==> config.mk <==
export PLATFORM = sky130hd
export DESIGN_NAME = lcdWindowCmdGen
export DESIGN_NICKNAME = d
export VERILOG_FILES = /design/src/rtl/lcdWinPkg.sv /design/src/rtl/lcdWinDatapath.sv /design/src/rtl/lcdWinControl.sv /design/src/rtl/lcdWindowCmdGen.sv
export SDC_FILE = /design/constraint.sdc
export NUM_CORES = 1
export LEC_CHECK = 0
export BUFFER_PORTS_ARGS = -buffer_cell sky130_fd_sc_hd__buf_2
export CAP_MARGIN = 5
export CORE_MARGIN = 2
export CORE_UTILIZATION = 30
export CTS_CLUSTER_SIZE = 8
export DETAILED_ROUTE_END_ITERATION = 8
export REMOVE_ABC_BUFFERS = 1
export SYNTH_ARGS = -nofsm -noshare
export SYNTH_HDL_FRONTEND = slang
export SYNTH_HIERARCHICAL = 1
export SYNTH_SLANG_ARGS = --single-unit
==> constraint.sdc <==
create_clock -name clk -period 2.8 [get_ports clk]
set_input_delay 0.42 -clock clk [delete_from_list [all_inputs] [get_ports clk]]
set_output_delay 0.42 -clock clk [all_outputs]
set_load 0.005 [all_outputs]
==> src/rtl/lcdWinPkg.sv <==
package lcdWinPkg;
  localparam int STEP_W = 4;
  localparam logic [STEP_W-1:0] STEP_ORIENT = 4'd0;
  localparam logic [STEP_W-1:0] STEP_COLWIN = 4'd2;
  localparam logic [STEP_W-1:0] STEP_LAST = 4'd12;

  localparam logic [7:0] OP_ORIENT = 8'h36;
  localparam logic [7:0] OP_COLWIN = 8'h2A;
  localparam logic [7:0] OP_ROWWIN = 8'h2B;
  localparam logic [7:0] OP_MEMWR = 8'h2C;

  typedef struct packed {
    logic load;
    logic [STEP_W-1:0] step;
  } ctrlStrobes_t;
endpackage

==> src/rtl/lcdWinDatapath.sv <==
module lcdWinDatapath
  import lcdWinPkg::*;
#(
  parameter int COORD_W = 8,
  parameter int PANEL_W = 176,
  parameter int PANEL_H = 220
) (
  input  logic               clk,
  input  logic               rstN,
  input  ctrlStrobes_t       ctrl,
  input  logic [COORD_W-1:0] xs,
  input  logic [COORD_W-1:0] ys,
  input  logic [COORD_W-1:0] xe,
  input  logic [COORD_W-1:0] ye,
  input  logic [1:0]         rot,
  input  logic               bgr,
  output logic               needOrient,
  output logic [8:0]         word
);
  localparam logic [COORD_W-1:0] NAT_XMAX = COORD_W'(PANEL_W - 1);
  localparam logic [COORD_W-1:0] NAT_YMAX = COORD_W'(PANEL_H - 1);

  logic [COORD_W-1:0] coordIn [4];
  logic [COORD_W-1:0] coordClamped [4];
  logic [COORD_W-1:0] coordReg [4];
  logic [COORD_W-1:0] xMax, yMax;
  logic [1:0] rotReg, lastRot;
  logic bgrReg, lastBgr, orientSent;
  logic [7:0] orientParam;

  // rotation codes 1 and 3 exchange the axes
  assign xMax = rot[0] ? NAT_YMAX : NAT_XMAX;
  assign yMax = rot[0] ? NAT_XMAX : NAT_YMAX;

  assign coordIn[0] = xs;
  assign coordIn[1] = xe;
  assign coordIn[2] = ys;
  assign coordIn[3] = ye;

  for (genvar g = 0; g < 4; g++) begin : gClamp
    localparam bit IS_X = (g < 2);
    always_comb begin
      if (IS_X) coordClamped[g] = (coordIn[g] > xMax) ? xMax : coordIn[g];
      else      coordClamped[g] = (coordIn[g] > yMax) ? yMax : coordIn[g];
    end
    always_ff @(posedge clk) begin
      if (!rstN) coordReg[g] <= '0;
      else if (ctrl.load) coordReg[g] <= coordClamped[g];
    end
  end

  assign needOrient = !orientSent || (rot != lastRot) || (bgr != lastBgr);

  always_ff @(posedge clk) begin
    if (!rstN) begin
      rotReg <= '0;
      bgrReg <= 1'b0;
      lastRot <= '0;
      lastBgr <= 1'b0;
      orientSent <= 1'b0;
    end else if (ctrl.load) begin
      rotReg <= rot;
      bgrReg <= bgr;
      lastRot <= rot;
      lastBgr <= bgr;
      orientSent <= 1'b1;
    end
  end

  always_comb begin
    unique case (rotReg)
      2'd0: orientParam = 8'h00;
      2'd1: orientParam = 8'hA0;
      2'd2: orientParam = 8'hC0;
      default: orientParam = 8'h60;
    endcase
    orientParam[3] = bgrReg;
  end

  always_comb begin
    unique case (ctrl.step)
      4'd0: word = {1'b0, OP_ORIENT};
      4'd1: word = {1'b1, orientParam};
      4'd2: word = {1'b0, OP_COLWIN};
      4'd4: word = {1'b1, 8'(coordReg[0])};
      4'd6: word = {1'b1, 8'(coordReg[1])};
      4'd7: word = {1'b0, OP_ROWWIN};
      4'd9: word = {1'b1, 8'(coordReg[2])};
      4'd11: word = {1'b1, 8'(coordReg[3])};
      4'd12: word = {1'b0, OP_MEMWR};
      default: word = {1'b1, 8'h00};
    endcase
  end

  assert_clamp_x_R9: assert property (@(posedge clk) disable iff (!rstN)
    rotReg[0] == 1'b0 |-> (coordReg[0] <= NAT_XMAX && coordReg[1] <= NAT_XMAX));
  assert_clamp_y_R9: assert property (@(posedge clk) disable iff (!rstN)
    rotReg[0] == 1'b0 |-> (coordReg[2] <= NAT_YMAX && coordReg[3] <= NAT_YMAX));
  assert_no_load_keeps_window_R10: assert property (@(posedge clk) disable iff (!rstN)
    !ctrl.load |=> ($stable(coordReg[0]) && $stable(coordReg[3]) && $stable(rotReg)));
endmodule

==> src/rtl/lcdWinControl.sv <==
module lcdWinControl
  import lcdWinPkg::*;
(
  input  logic         clk,
  input  logic         rstN,
  input  logic         start,
  input  logic         needOrient,
  input  logic         wordReady,
  output ctrlStrobes_t ctrl,
  output logic         busy,
  output logic         done
);
  logic [STEP_W-1:0] stepReg;
  logic accept;

  assign accept = busy && wordReady;
  assign ctrl.load = start && !busy;
  assign ctrl.step = stepReg;

  always_ff @(posedge clk) begin
    if (!rstN) begin
      busy <= 1'b0;
      done <= 1'b0;
      stepReg <= '0;
    end else begin
      done <= 1'b0;
      if (ctrl.load) begin
        busy <= 1'b1;
        stepReg <= needOrient ? STEP_ORIENT : STEP_COLWIN;
      end else if (accept) begin
        if (stepReg == STEP_LAST) begin
          busy <= 1'b0;
          done <= 1'b1;
        end else begin
          stepReg <= stepReg + 1'b1;
        end
      end
    end
  end

  assert_done_single_R12: assert property (@(posedge clk) disable iff (!rstN)
    done |=> !done);
  assert_done_after_memwr_R12: assert property (@(posedge clk) disable iff (!rstN)
    done |-> ($past(busy) && $past(wordReady) && $past(stepReg) == STEP_LAST && !busy));
  assert_stall_holds_step_R11: assert property (@(posedge clk) disable iff (!rstN)
    busy && !wordReady |=> busy && $stable(stepReg));
endmodule

==> src/rtl/lcdWindowCmdGen.sv <==
module lcdWindowCmdGen
  import lcdWinPkg::*;
#(
  parameter int COORD_W = 8,
  parameter int PANEL_W = 176,
  parameter int PANEL_H = 220
) (
  input  logic               clk,
  input  logic               rstN,
  input  logic               start,
  input  logic [COORD_W-1:0] xs,
  input  logic [COORD_W-1:0] ys,
  input  logic [COORD_W-1:0] xe,
  input  logic [COORD_W-1:0] ye,
  input  logic [1:0]         rot,
  input  logic               bgr,
  output logic               busy,
  output logic               done,
  output logic               wordValid,
  input  logic               wordReady,
  output logic [8:0]         word
);
  ctrlStrobes_t ctrl;
  logic needOrient;

  lcdWinControl i_control (
    .clk(clk), .rstN(rstN), .start(start), .needOrient(needOrient),
    .wordReady(wordReady), .ctrl(ctrl), .busy(busy), .done(done)
  );

  lcdWinDatapath #(.COORD_W(COORD_W), .PANEL_W(PANEL_W), .PANEL_H(PANEL_H)) i_datapath (
    .clk(clk), .rstN(rstN), .ctrl(ctrl), .xs(xs), .ys(ys), .xe(xe), .ye(ye),
    .rot(rot), .bgr(bgr), .needOrient(needOrient), .word(word)
  );

  assign wordValid = busy;

  assert_hold_word_R11: assert property (@(posedge clk) disable iff (!rstN)
    wordValid && !wordReady |=> wordValid && $stable(word));
  assert_memwr_is_command_R2: assert property (@(posedge clk) disable iff (!rstN)
    wordValid && word[7:0] == 8'h2C && word[8] == 1'b0 && wordReady |=> done);
endmodule

==> results of run 1 <==
through the flow:
| step | util [%] | instances |
|---|---|---|
| floorplan | - | 270 |
| global placement | 35.3 | 433 |
| detailed placement | 35.3 | 433 |
| CTS | 36.8 | 441 |
| global route | 36.8 | 441 |
| finish | 36.8 | 441 |
state kept, by name, indices dropped and copies added (netlist names):
name / flops
i_datapath/coordReg: 32
i_control/stepReg: 4
i_datapath/lastRot: 2
i_control/busy: 1
i_control/done: 1
i_datapath/lastBgr: 1
i_datapath/orientSent: 1
kinds of logic after synthesis:
kind of cell	share of synthesized area [%]
AOI/OAI and AO/OA	14.1
xor gates and xnor gates	0.958
adders and majority gates	9.58
buffers and inverters	4.65
DFF	42.3
muxes	8.76
and+or+nand+nor	19.7
layout make-up:
class,instances,area share (%)
Clock buffer,5,2.12
Clock inverter,3,2.12
Inverter,18,2.08
Multi-Input combinational cell,210,44.9
Sequential cell,42,35.8
Tap cell,108,4.17
Timing Repair Buffer,55,8.87
cells in the mapped netlist, types with 4 or more instances:
master | n | share of area, %
o21a_1 | 4 | 1.1
o21ai_0 | 10 | 1.8
dfxtp_1 | 10 | 7.3
nand3_1 | 13 | 2.4
edfxtp_1 | 32 | 35
o21ai_2 | 4 | 1.3
inv_1 | 18 | 2.5
buf_2 | 9 | 1.6
a211oi_1 | 6 | 1.6
nor2_1 | 21 | 2.9
a21oi_1 | 13 | 2.4
nor2b_1 | 4 | 0.91
mux2i_1 | 24 | 8.8
nand2_1 | 30 | 4.1
nor3_1 | 10 | 1.8
or3_1 | 6 | 1.4
ha_1 | 21 | 9.6
how the worst max path moves through the flow:
stage / start / to / slack (ps) / cells past startpoint
finish: i_control/stepReg[3] / word[6] / 320 / 5
global route: i_control/stepReg[3] / word[5] / 120 / 5
CTS: i_control/stepReg[3] / word[0] / 310 / 5
detailed placement: rot[0] / i_datapath/coordReg[1][14] / 400 / 7
global placement: rot[0] / i_datapath/coordReg[0][6] / 440 / 7
floorplan: i_control/busy / i_datapath/coordReg[0][0] / 750 / 3
tightest hold or removal path, stage by stage:
cell,delay (ps)
buf_2,90
mux2i_1,60
nor2b_1,100
metal layers:
metal	global-route usage (%)	vias to the layer above	wire length [µm]
met5	0	-	0
met4	3.79	0	117
met3	2.39	7	316
met2	21.2	70	2850
met1	19.7	1002	3310
li1	-	1125	-
power breakdown:
| part | internal [µW] | leakage (µW) | switching, µW |
|---|---|---|---|
| Sequential | 724 | 0.000428 | 24.8 |
| Clock | 357 | 0.0000683 | 219 |
| Combinational | 103 | 0.000900 | 139 |
==> results.md, run 1 <==
- Critical path's most frequent cell: nor2_1
- Leak Pwr: roughly 0.0014 µW
- Critical Path, Cell by Cell: nor2_1 > nand2_1 > nor2_1 > a221o_1 > buf_2
- Yosys cell types: 48
- DP Area: 3110 µm²
- Setup TNS: 0 ps
- Unrepaired setup endpoints after global routing: false
- CP arrival: 2060 ps
- Worst reg2reg path depth: 5
- Critical path's top delay family: flip-flops
- Die ar.: ~9900 µm²
- Vias/cell: 5.00
- Yosys warns: 6
- Initial antenna violation count: 0
- FF-to-FF End: i_datapath/coordReg[1][14]
- Fin. max-slew vios: 0
- Final Hold Fails: 0
- Post-cts hold buffer count: 0
- Post_cts resized: 0
- Maxcap violations: 0
- CTS root buf: clkbuf_8
- WL/cell: 14.9 µm
- Critical path class: register to primary output
- Clock tree sinks: 42
- Most frequent cells in the layout: buf_2 (50), edfxtp_1 (32), nand2_1 (30)
- Vias in the first global route: 2117
- CP endpoint kind: primary output
- TritonCTS Buffers: 5
- Crit-path slowest cell: dfxtp_1
- WHS Endpoint: i_datapath/lastRot[1]
- DRT Pass-1 Iters: 4
- Critical Path RT: 2380 ps
- Die X: 99.6 µm
- Area growth syn-to-layout: 18.2%
- Reg2reg start: i_control/busy
- Number of antenna-violating nets in the routed design: 0
- Final period utilization: 88.4%
- H-tree levels: 2
- Number of enable flip-flop cells after synthesis: 32
- PwrDens: slightly below 500 nW/µm²
- # diodes: 0
- CTS tree: built
- Routed Wire Length: 6590 µm
- CTS max path bufs: 2
- Core Rows: 34
- Crit-path max FO: 21
- Final min period: between 2000 and 2500 ps
- First-pass GRT wire length: 10700 µm
- Final instance area: 3240 µm²
- Sequential share of the synthesized area: between 40% and 50%
- Fmax: 404 MHz
- Initial core utilization: a little under a third
- Synth Area per Inst: 9.73 µm²
- Worst Slack Setup Final: 324 ps
- HPWL after detailed placement: 5120 µm
- Slew margin rel.: 50.7%
- Initial DRC count: 98
- FFs w/ async S/R, synth: 0%
- Hold_ws: approximately 400 ps
- Multi-input gate area: 1460 µm²
- Startpoint types: register
- Most common cell after layout, fill and taps aside: buf_2
- Die height: around 100 µm
- Largest stage delay, worst path: 770 ps
- Total GRT Usage: a little over an eighth
- Startpoint of the worst hold path: rot[1]
- Synth Cell Area: 2740 µm²
- CTS clock-pin slew for the worst setup and hold paths: 90 ps
- Peak VDD IR: around 0.00017 V
- Hold Crit Depth: 3
- Register bit total from synthesis: between 40 and 50
- Setup repair bufs after CTS: 0
- Pin count of the biggest net entering global routing: 33
- Hold WC Path Type: input pin to register
- FF/Latch Area: around 1200 µm²
- Setup violations, final: 0
- DP Worst Slack: 404 ps
- IO Port Bufs: 50
- Grt ovf: 0
- # fillers: 907
- I/O pin total: ~50
- Reg-to-reg slack, setup: 850 ps
- Core area: 8810 µm²
- WP buf/inv: 1
- Worst skew pair latency: 300 ps
- Nets: 392
- Global placement routability congestion: about 0.84
- Slew of the pin with the lowest slew margin: approximately 740 ps
- Mapped Cells: roughly 280
- Overall power: 1570 µW
- Via count: 2204
- Layout cell share with drive strength beyond 1: a little under a quarter
- Skew final: about 13 ps
- Top flip-flop cell by instance count after synthesis: edfxtp_1
- Number of remaining DRC errors: 0
- Status: completed
(Power assumes the default switching activity.)
==> run 2: changes to the inputs <==
--- a/config.mk
+++ b/config.mk
@@ -11,6 +11,7 @@
 export CORE_UTILIZATION = 30
 export CTS_CLUSTER_SIZE = 8
 export DETAILED_ROUTE_END_ITERATION = 8
+export GPL_TIMING_DRIVEN = 0
 export REMOVE_ABC_BUFFERS = 1
 export SYNTH_ARGS = -nofsm -noshare
 export SYNTH_HDL_FRONTEND = slang
==> run 2 against run 1 <==
Net effect: design area decreased by 2.4%; die area unchanged; flip-flop and latch count unchanged; non-clock buffer count decreased by 4; largest cell class unchanged.
==> results.md, run 2 (same netlist as run 1, synthesis figures left out) <==
- Core area: between 8000 and 9000 µm²
- CP endpoint kind: primary output
- Crit-path slowest cell: dfxtp_1
- Worst skew pair latency: 290 ps
- Critical Path, Cell by Cell: nor2b_1 > a21o_1 > a22oi_1 > o221ai_1 > buf_2
- Status: completed
- Critical path class: register to primary output
- CTS clock-pin slew for the worst setup and hold paths: around 80 ps
- DR WL met2: ~2800 µm
- Final instance area: 3170 µm²
- Slew of the pin with the lowest slew margin: 810 ps
- Highest metal used: met4
- TritonCTS Buffers: 5
- Die ar.: 9930 µm²
- Most common cell after layout, fill and taps aside: buf_2
- Critical Path RT: 2380 ps
- I/O pin total: 51
- Number of remaining DRC errors: 0
- Fmax: 405 MHz
- Routed Wire Length: 6330 µm
- Final min period: 2470 ps
- Skew final: around 10 ps
- IO Port Bufs: 50
- Setup TNS: 0 ps
- CTS max path bufs: 2
- Flip-flop count of the largest register after layout: 32
- HPWL after detailed placement: 4910 µm
- # diodes: 0
- Worst Setup EP: word[1]
- Slew margin rel.: a little under half
- FF-to-FF End: i_datapath/coordReg[0][2]
- CTS tree: built
- Reg2reg start: i_control/busy
- Setup violations, final: 0
- Die X: roughly 100 µm
- Core Rows: 34
- Pin count of the biggest net entering global routing: 25
- Initial antenna violation count: 0
- Layout cell share with drive strength beyond 1: 21.6%
- Int Pwr: 995 µW
- Wl on met1: 3270 µm
- Worst Setup SP: i_control/stepReg[2]
- Vias/cell: 4.97
- Die height: roughly 100 µm
- First-pass GRT wire length: approximately 10000 µm
- Final period utilization: 88.1%
- DP Area: 3080 µm²
- Largest stage delay, worst path: 800 ps
- Number of antenna-violating nets in the routed design: 0
- CTS root buf: clkbuf_8
- Worst reg2reg path depth: 5
- Power share of the combinational group: 17.0%
- Maxcap violations: 0
- Setup repair bufs after CTS: 0
- Largest register by flop count: i_datapath/coordReg
- Peak VDD IR: 0.000259 V
- Largest regs: i_datapath/coordReg: 32 flops, i_control/stepReg: 4 flops, i_datapath/lastRot: 2 flops
- PwrDens: 428 nW/µm²
- Leak Pwr: 0.00135 µW
- Post-cts hold buffer count: 0
- Initial DRC count: about 100
- Fin. max-slew vios: 0
- CP arrival: 2050 ps
- Nets: a little under 400
- Most frequent cells in the layout: buf_2 (50), edfxtp_1 (32), nand2_1 (30)
- Initial core utilization: 31.2%
- Vias in the first global route: 2084
- Sw Ratio: 26.5%
- WL/cell: 14.5 µm
- Final Core Density: about 36%
- Unrepaired setup endpoints after global routing: false
- DRT Pass-1 Iters: 4
- Total GRT Usage: 13.3%
- Reg-to-reg slack, setup: between 500 and 600 ps
- NetSw: 359 µW
- Final Hold Fails: 0
- Via count: approximately 2.2k
- Critical path's top delay family: flip-flops
- Startpoint types: register
- Sequential share of power: 55.7%
- Grt ovf: 0
- Hold WC Path Type: input pin to register
- Metal3 WL: 246 µm
- WP buf/inv: 1
- H-tree levels: 2
- Crit-path max FO: 21
- Clock tree sinks: 42
- Area growth syn-to-layout: 15.4%
- Clock share of power: 27.3%
- Critical path depth: 5
- Global placement routability congestion: 0.783
==> run 2: changes by cell type in the layout (fill, tap and decap cells not counted), sizes merged <==
| cell | before | now |
|---|---|---|
| clkinv | 1 | 2 |
| clkbuf | 5 | 6 |
| bufinv | 2 | 0 |
| buf | 55 | 51 |
==> run 2: worst register-to-register path, stage by stage (launching register included) <==
cell and delay (ps):
dfxtp_1 370, nand2b_2 240, inv_1 290, and2_1 590, nand2_1 330, mux2i_1 280
==> run 2: how the worst min path moves through the flow <==
stage	from	to	slack (ps)	depth (start not counted)
3_5_place_dp	i_datapath/orientSent	i_datapath/orientSent	450	1
5_1_grt	rot[1]	i_datapath/lastRot[1]	430	3
6_report	rot[1]	i_datapath/lastRot[1]	420	3
3_3_place_gp	i_datapath/orientSent	i_datapath/orientSent	440	1
2_1_floorplan	i_datapath/orientSent	i_datapath/orientSent	430	1
4_1_cts	rot[1]	i_datapath/lastRot[1]	420	3
==> run 2: per-layer routing <==
layer / global-route usage [%] / up-vias
met5: 0 / -
met4: 2.85 / 0
met3: 2.46 / 2
met2: 20.4 / 58
met1: 19.5 / 984
li1: - / 1126
==> run 2: cell type report <==
cell class	instances	area (µm²)
multi-input cells	210	1460
flip-flops and latches	42	1160
well taps	108	135
clock inverters	2	8.76
repair buffers	51	265
clock buffers	6	72.6
fillers	868	5640
inverters	18	67.6
==> run 2: power by group through the flow <==
stage	combinational (µW)	clock, µW	sequential, µW
floorplan	141	0	758
global placement	222	0	768
detailed placement	231	0	768
CTS	233	378	754
global route	262	410	761
finish	230	370	754
==> run 2: stage by stage <==
stage,instances,total power (µW),worst slack [ps],hold WS (ps)
final,437,1350,333,419
after global routing,437,1430,141,428
after CTS,437,1370,169,418
after detailed placement,429,1000,353,447
after global placement,428,990,361,437
after floorplan,270,899,753,427
==> run 2: timing repair <==
action / 4_1_cts / 5_1_grt
endpoints found under the hold margin: 0 / 0
gates resized for setup: 0 / 1
endpoints found under the setup margin: 0 / 1
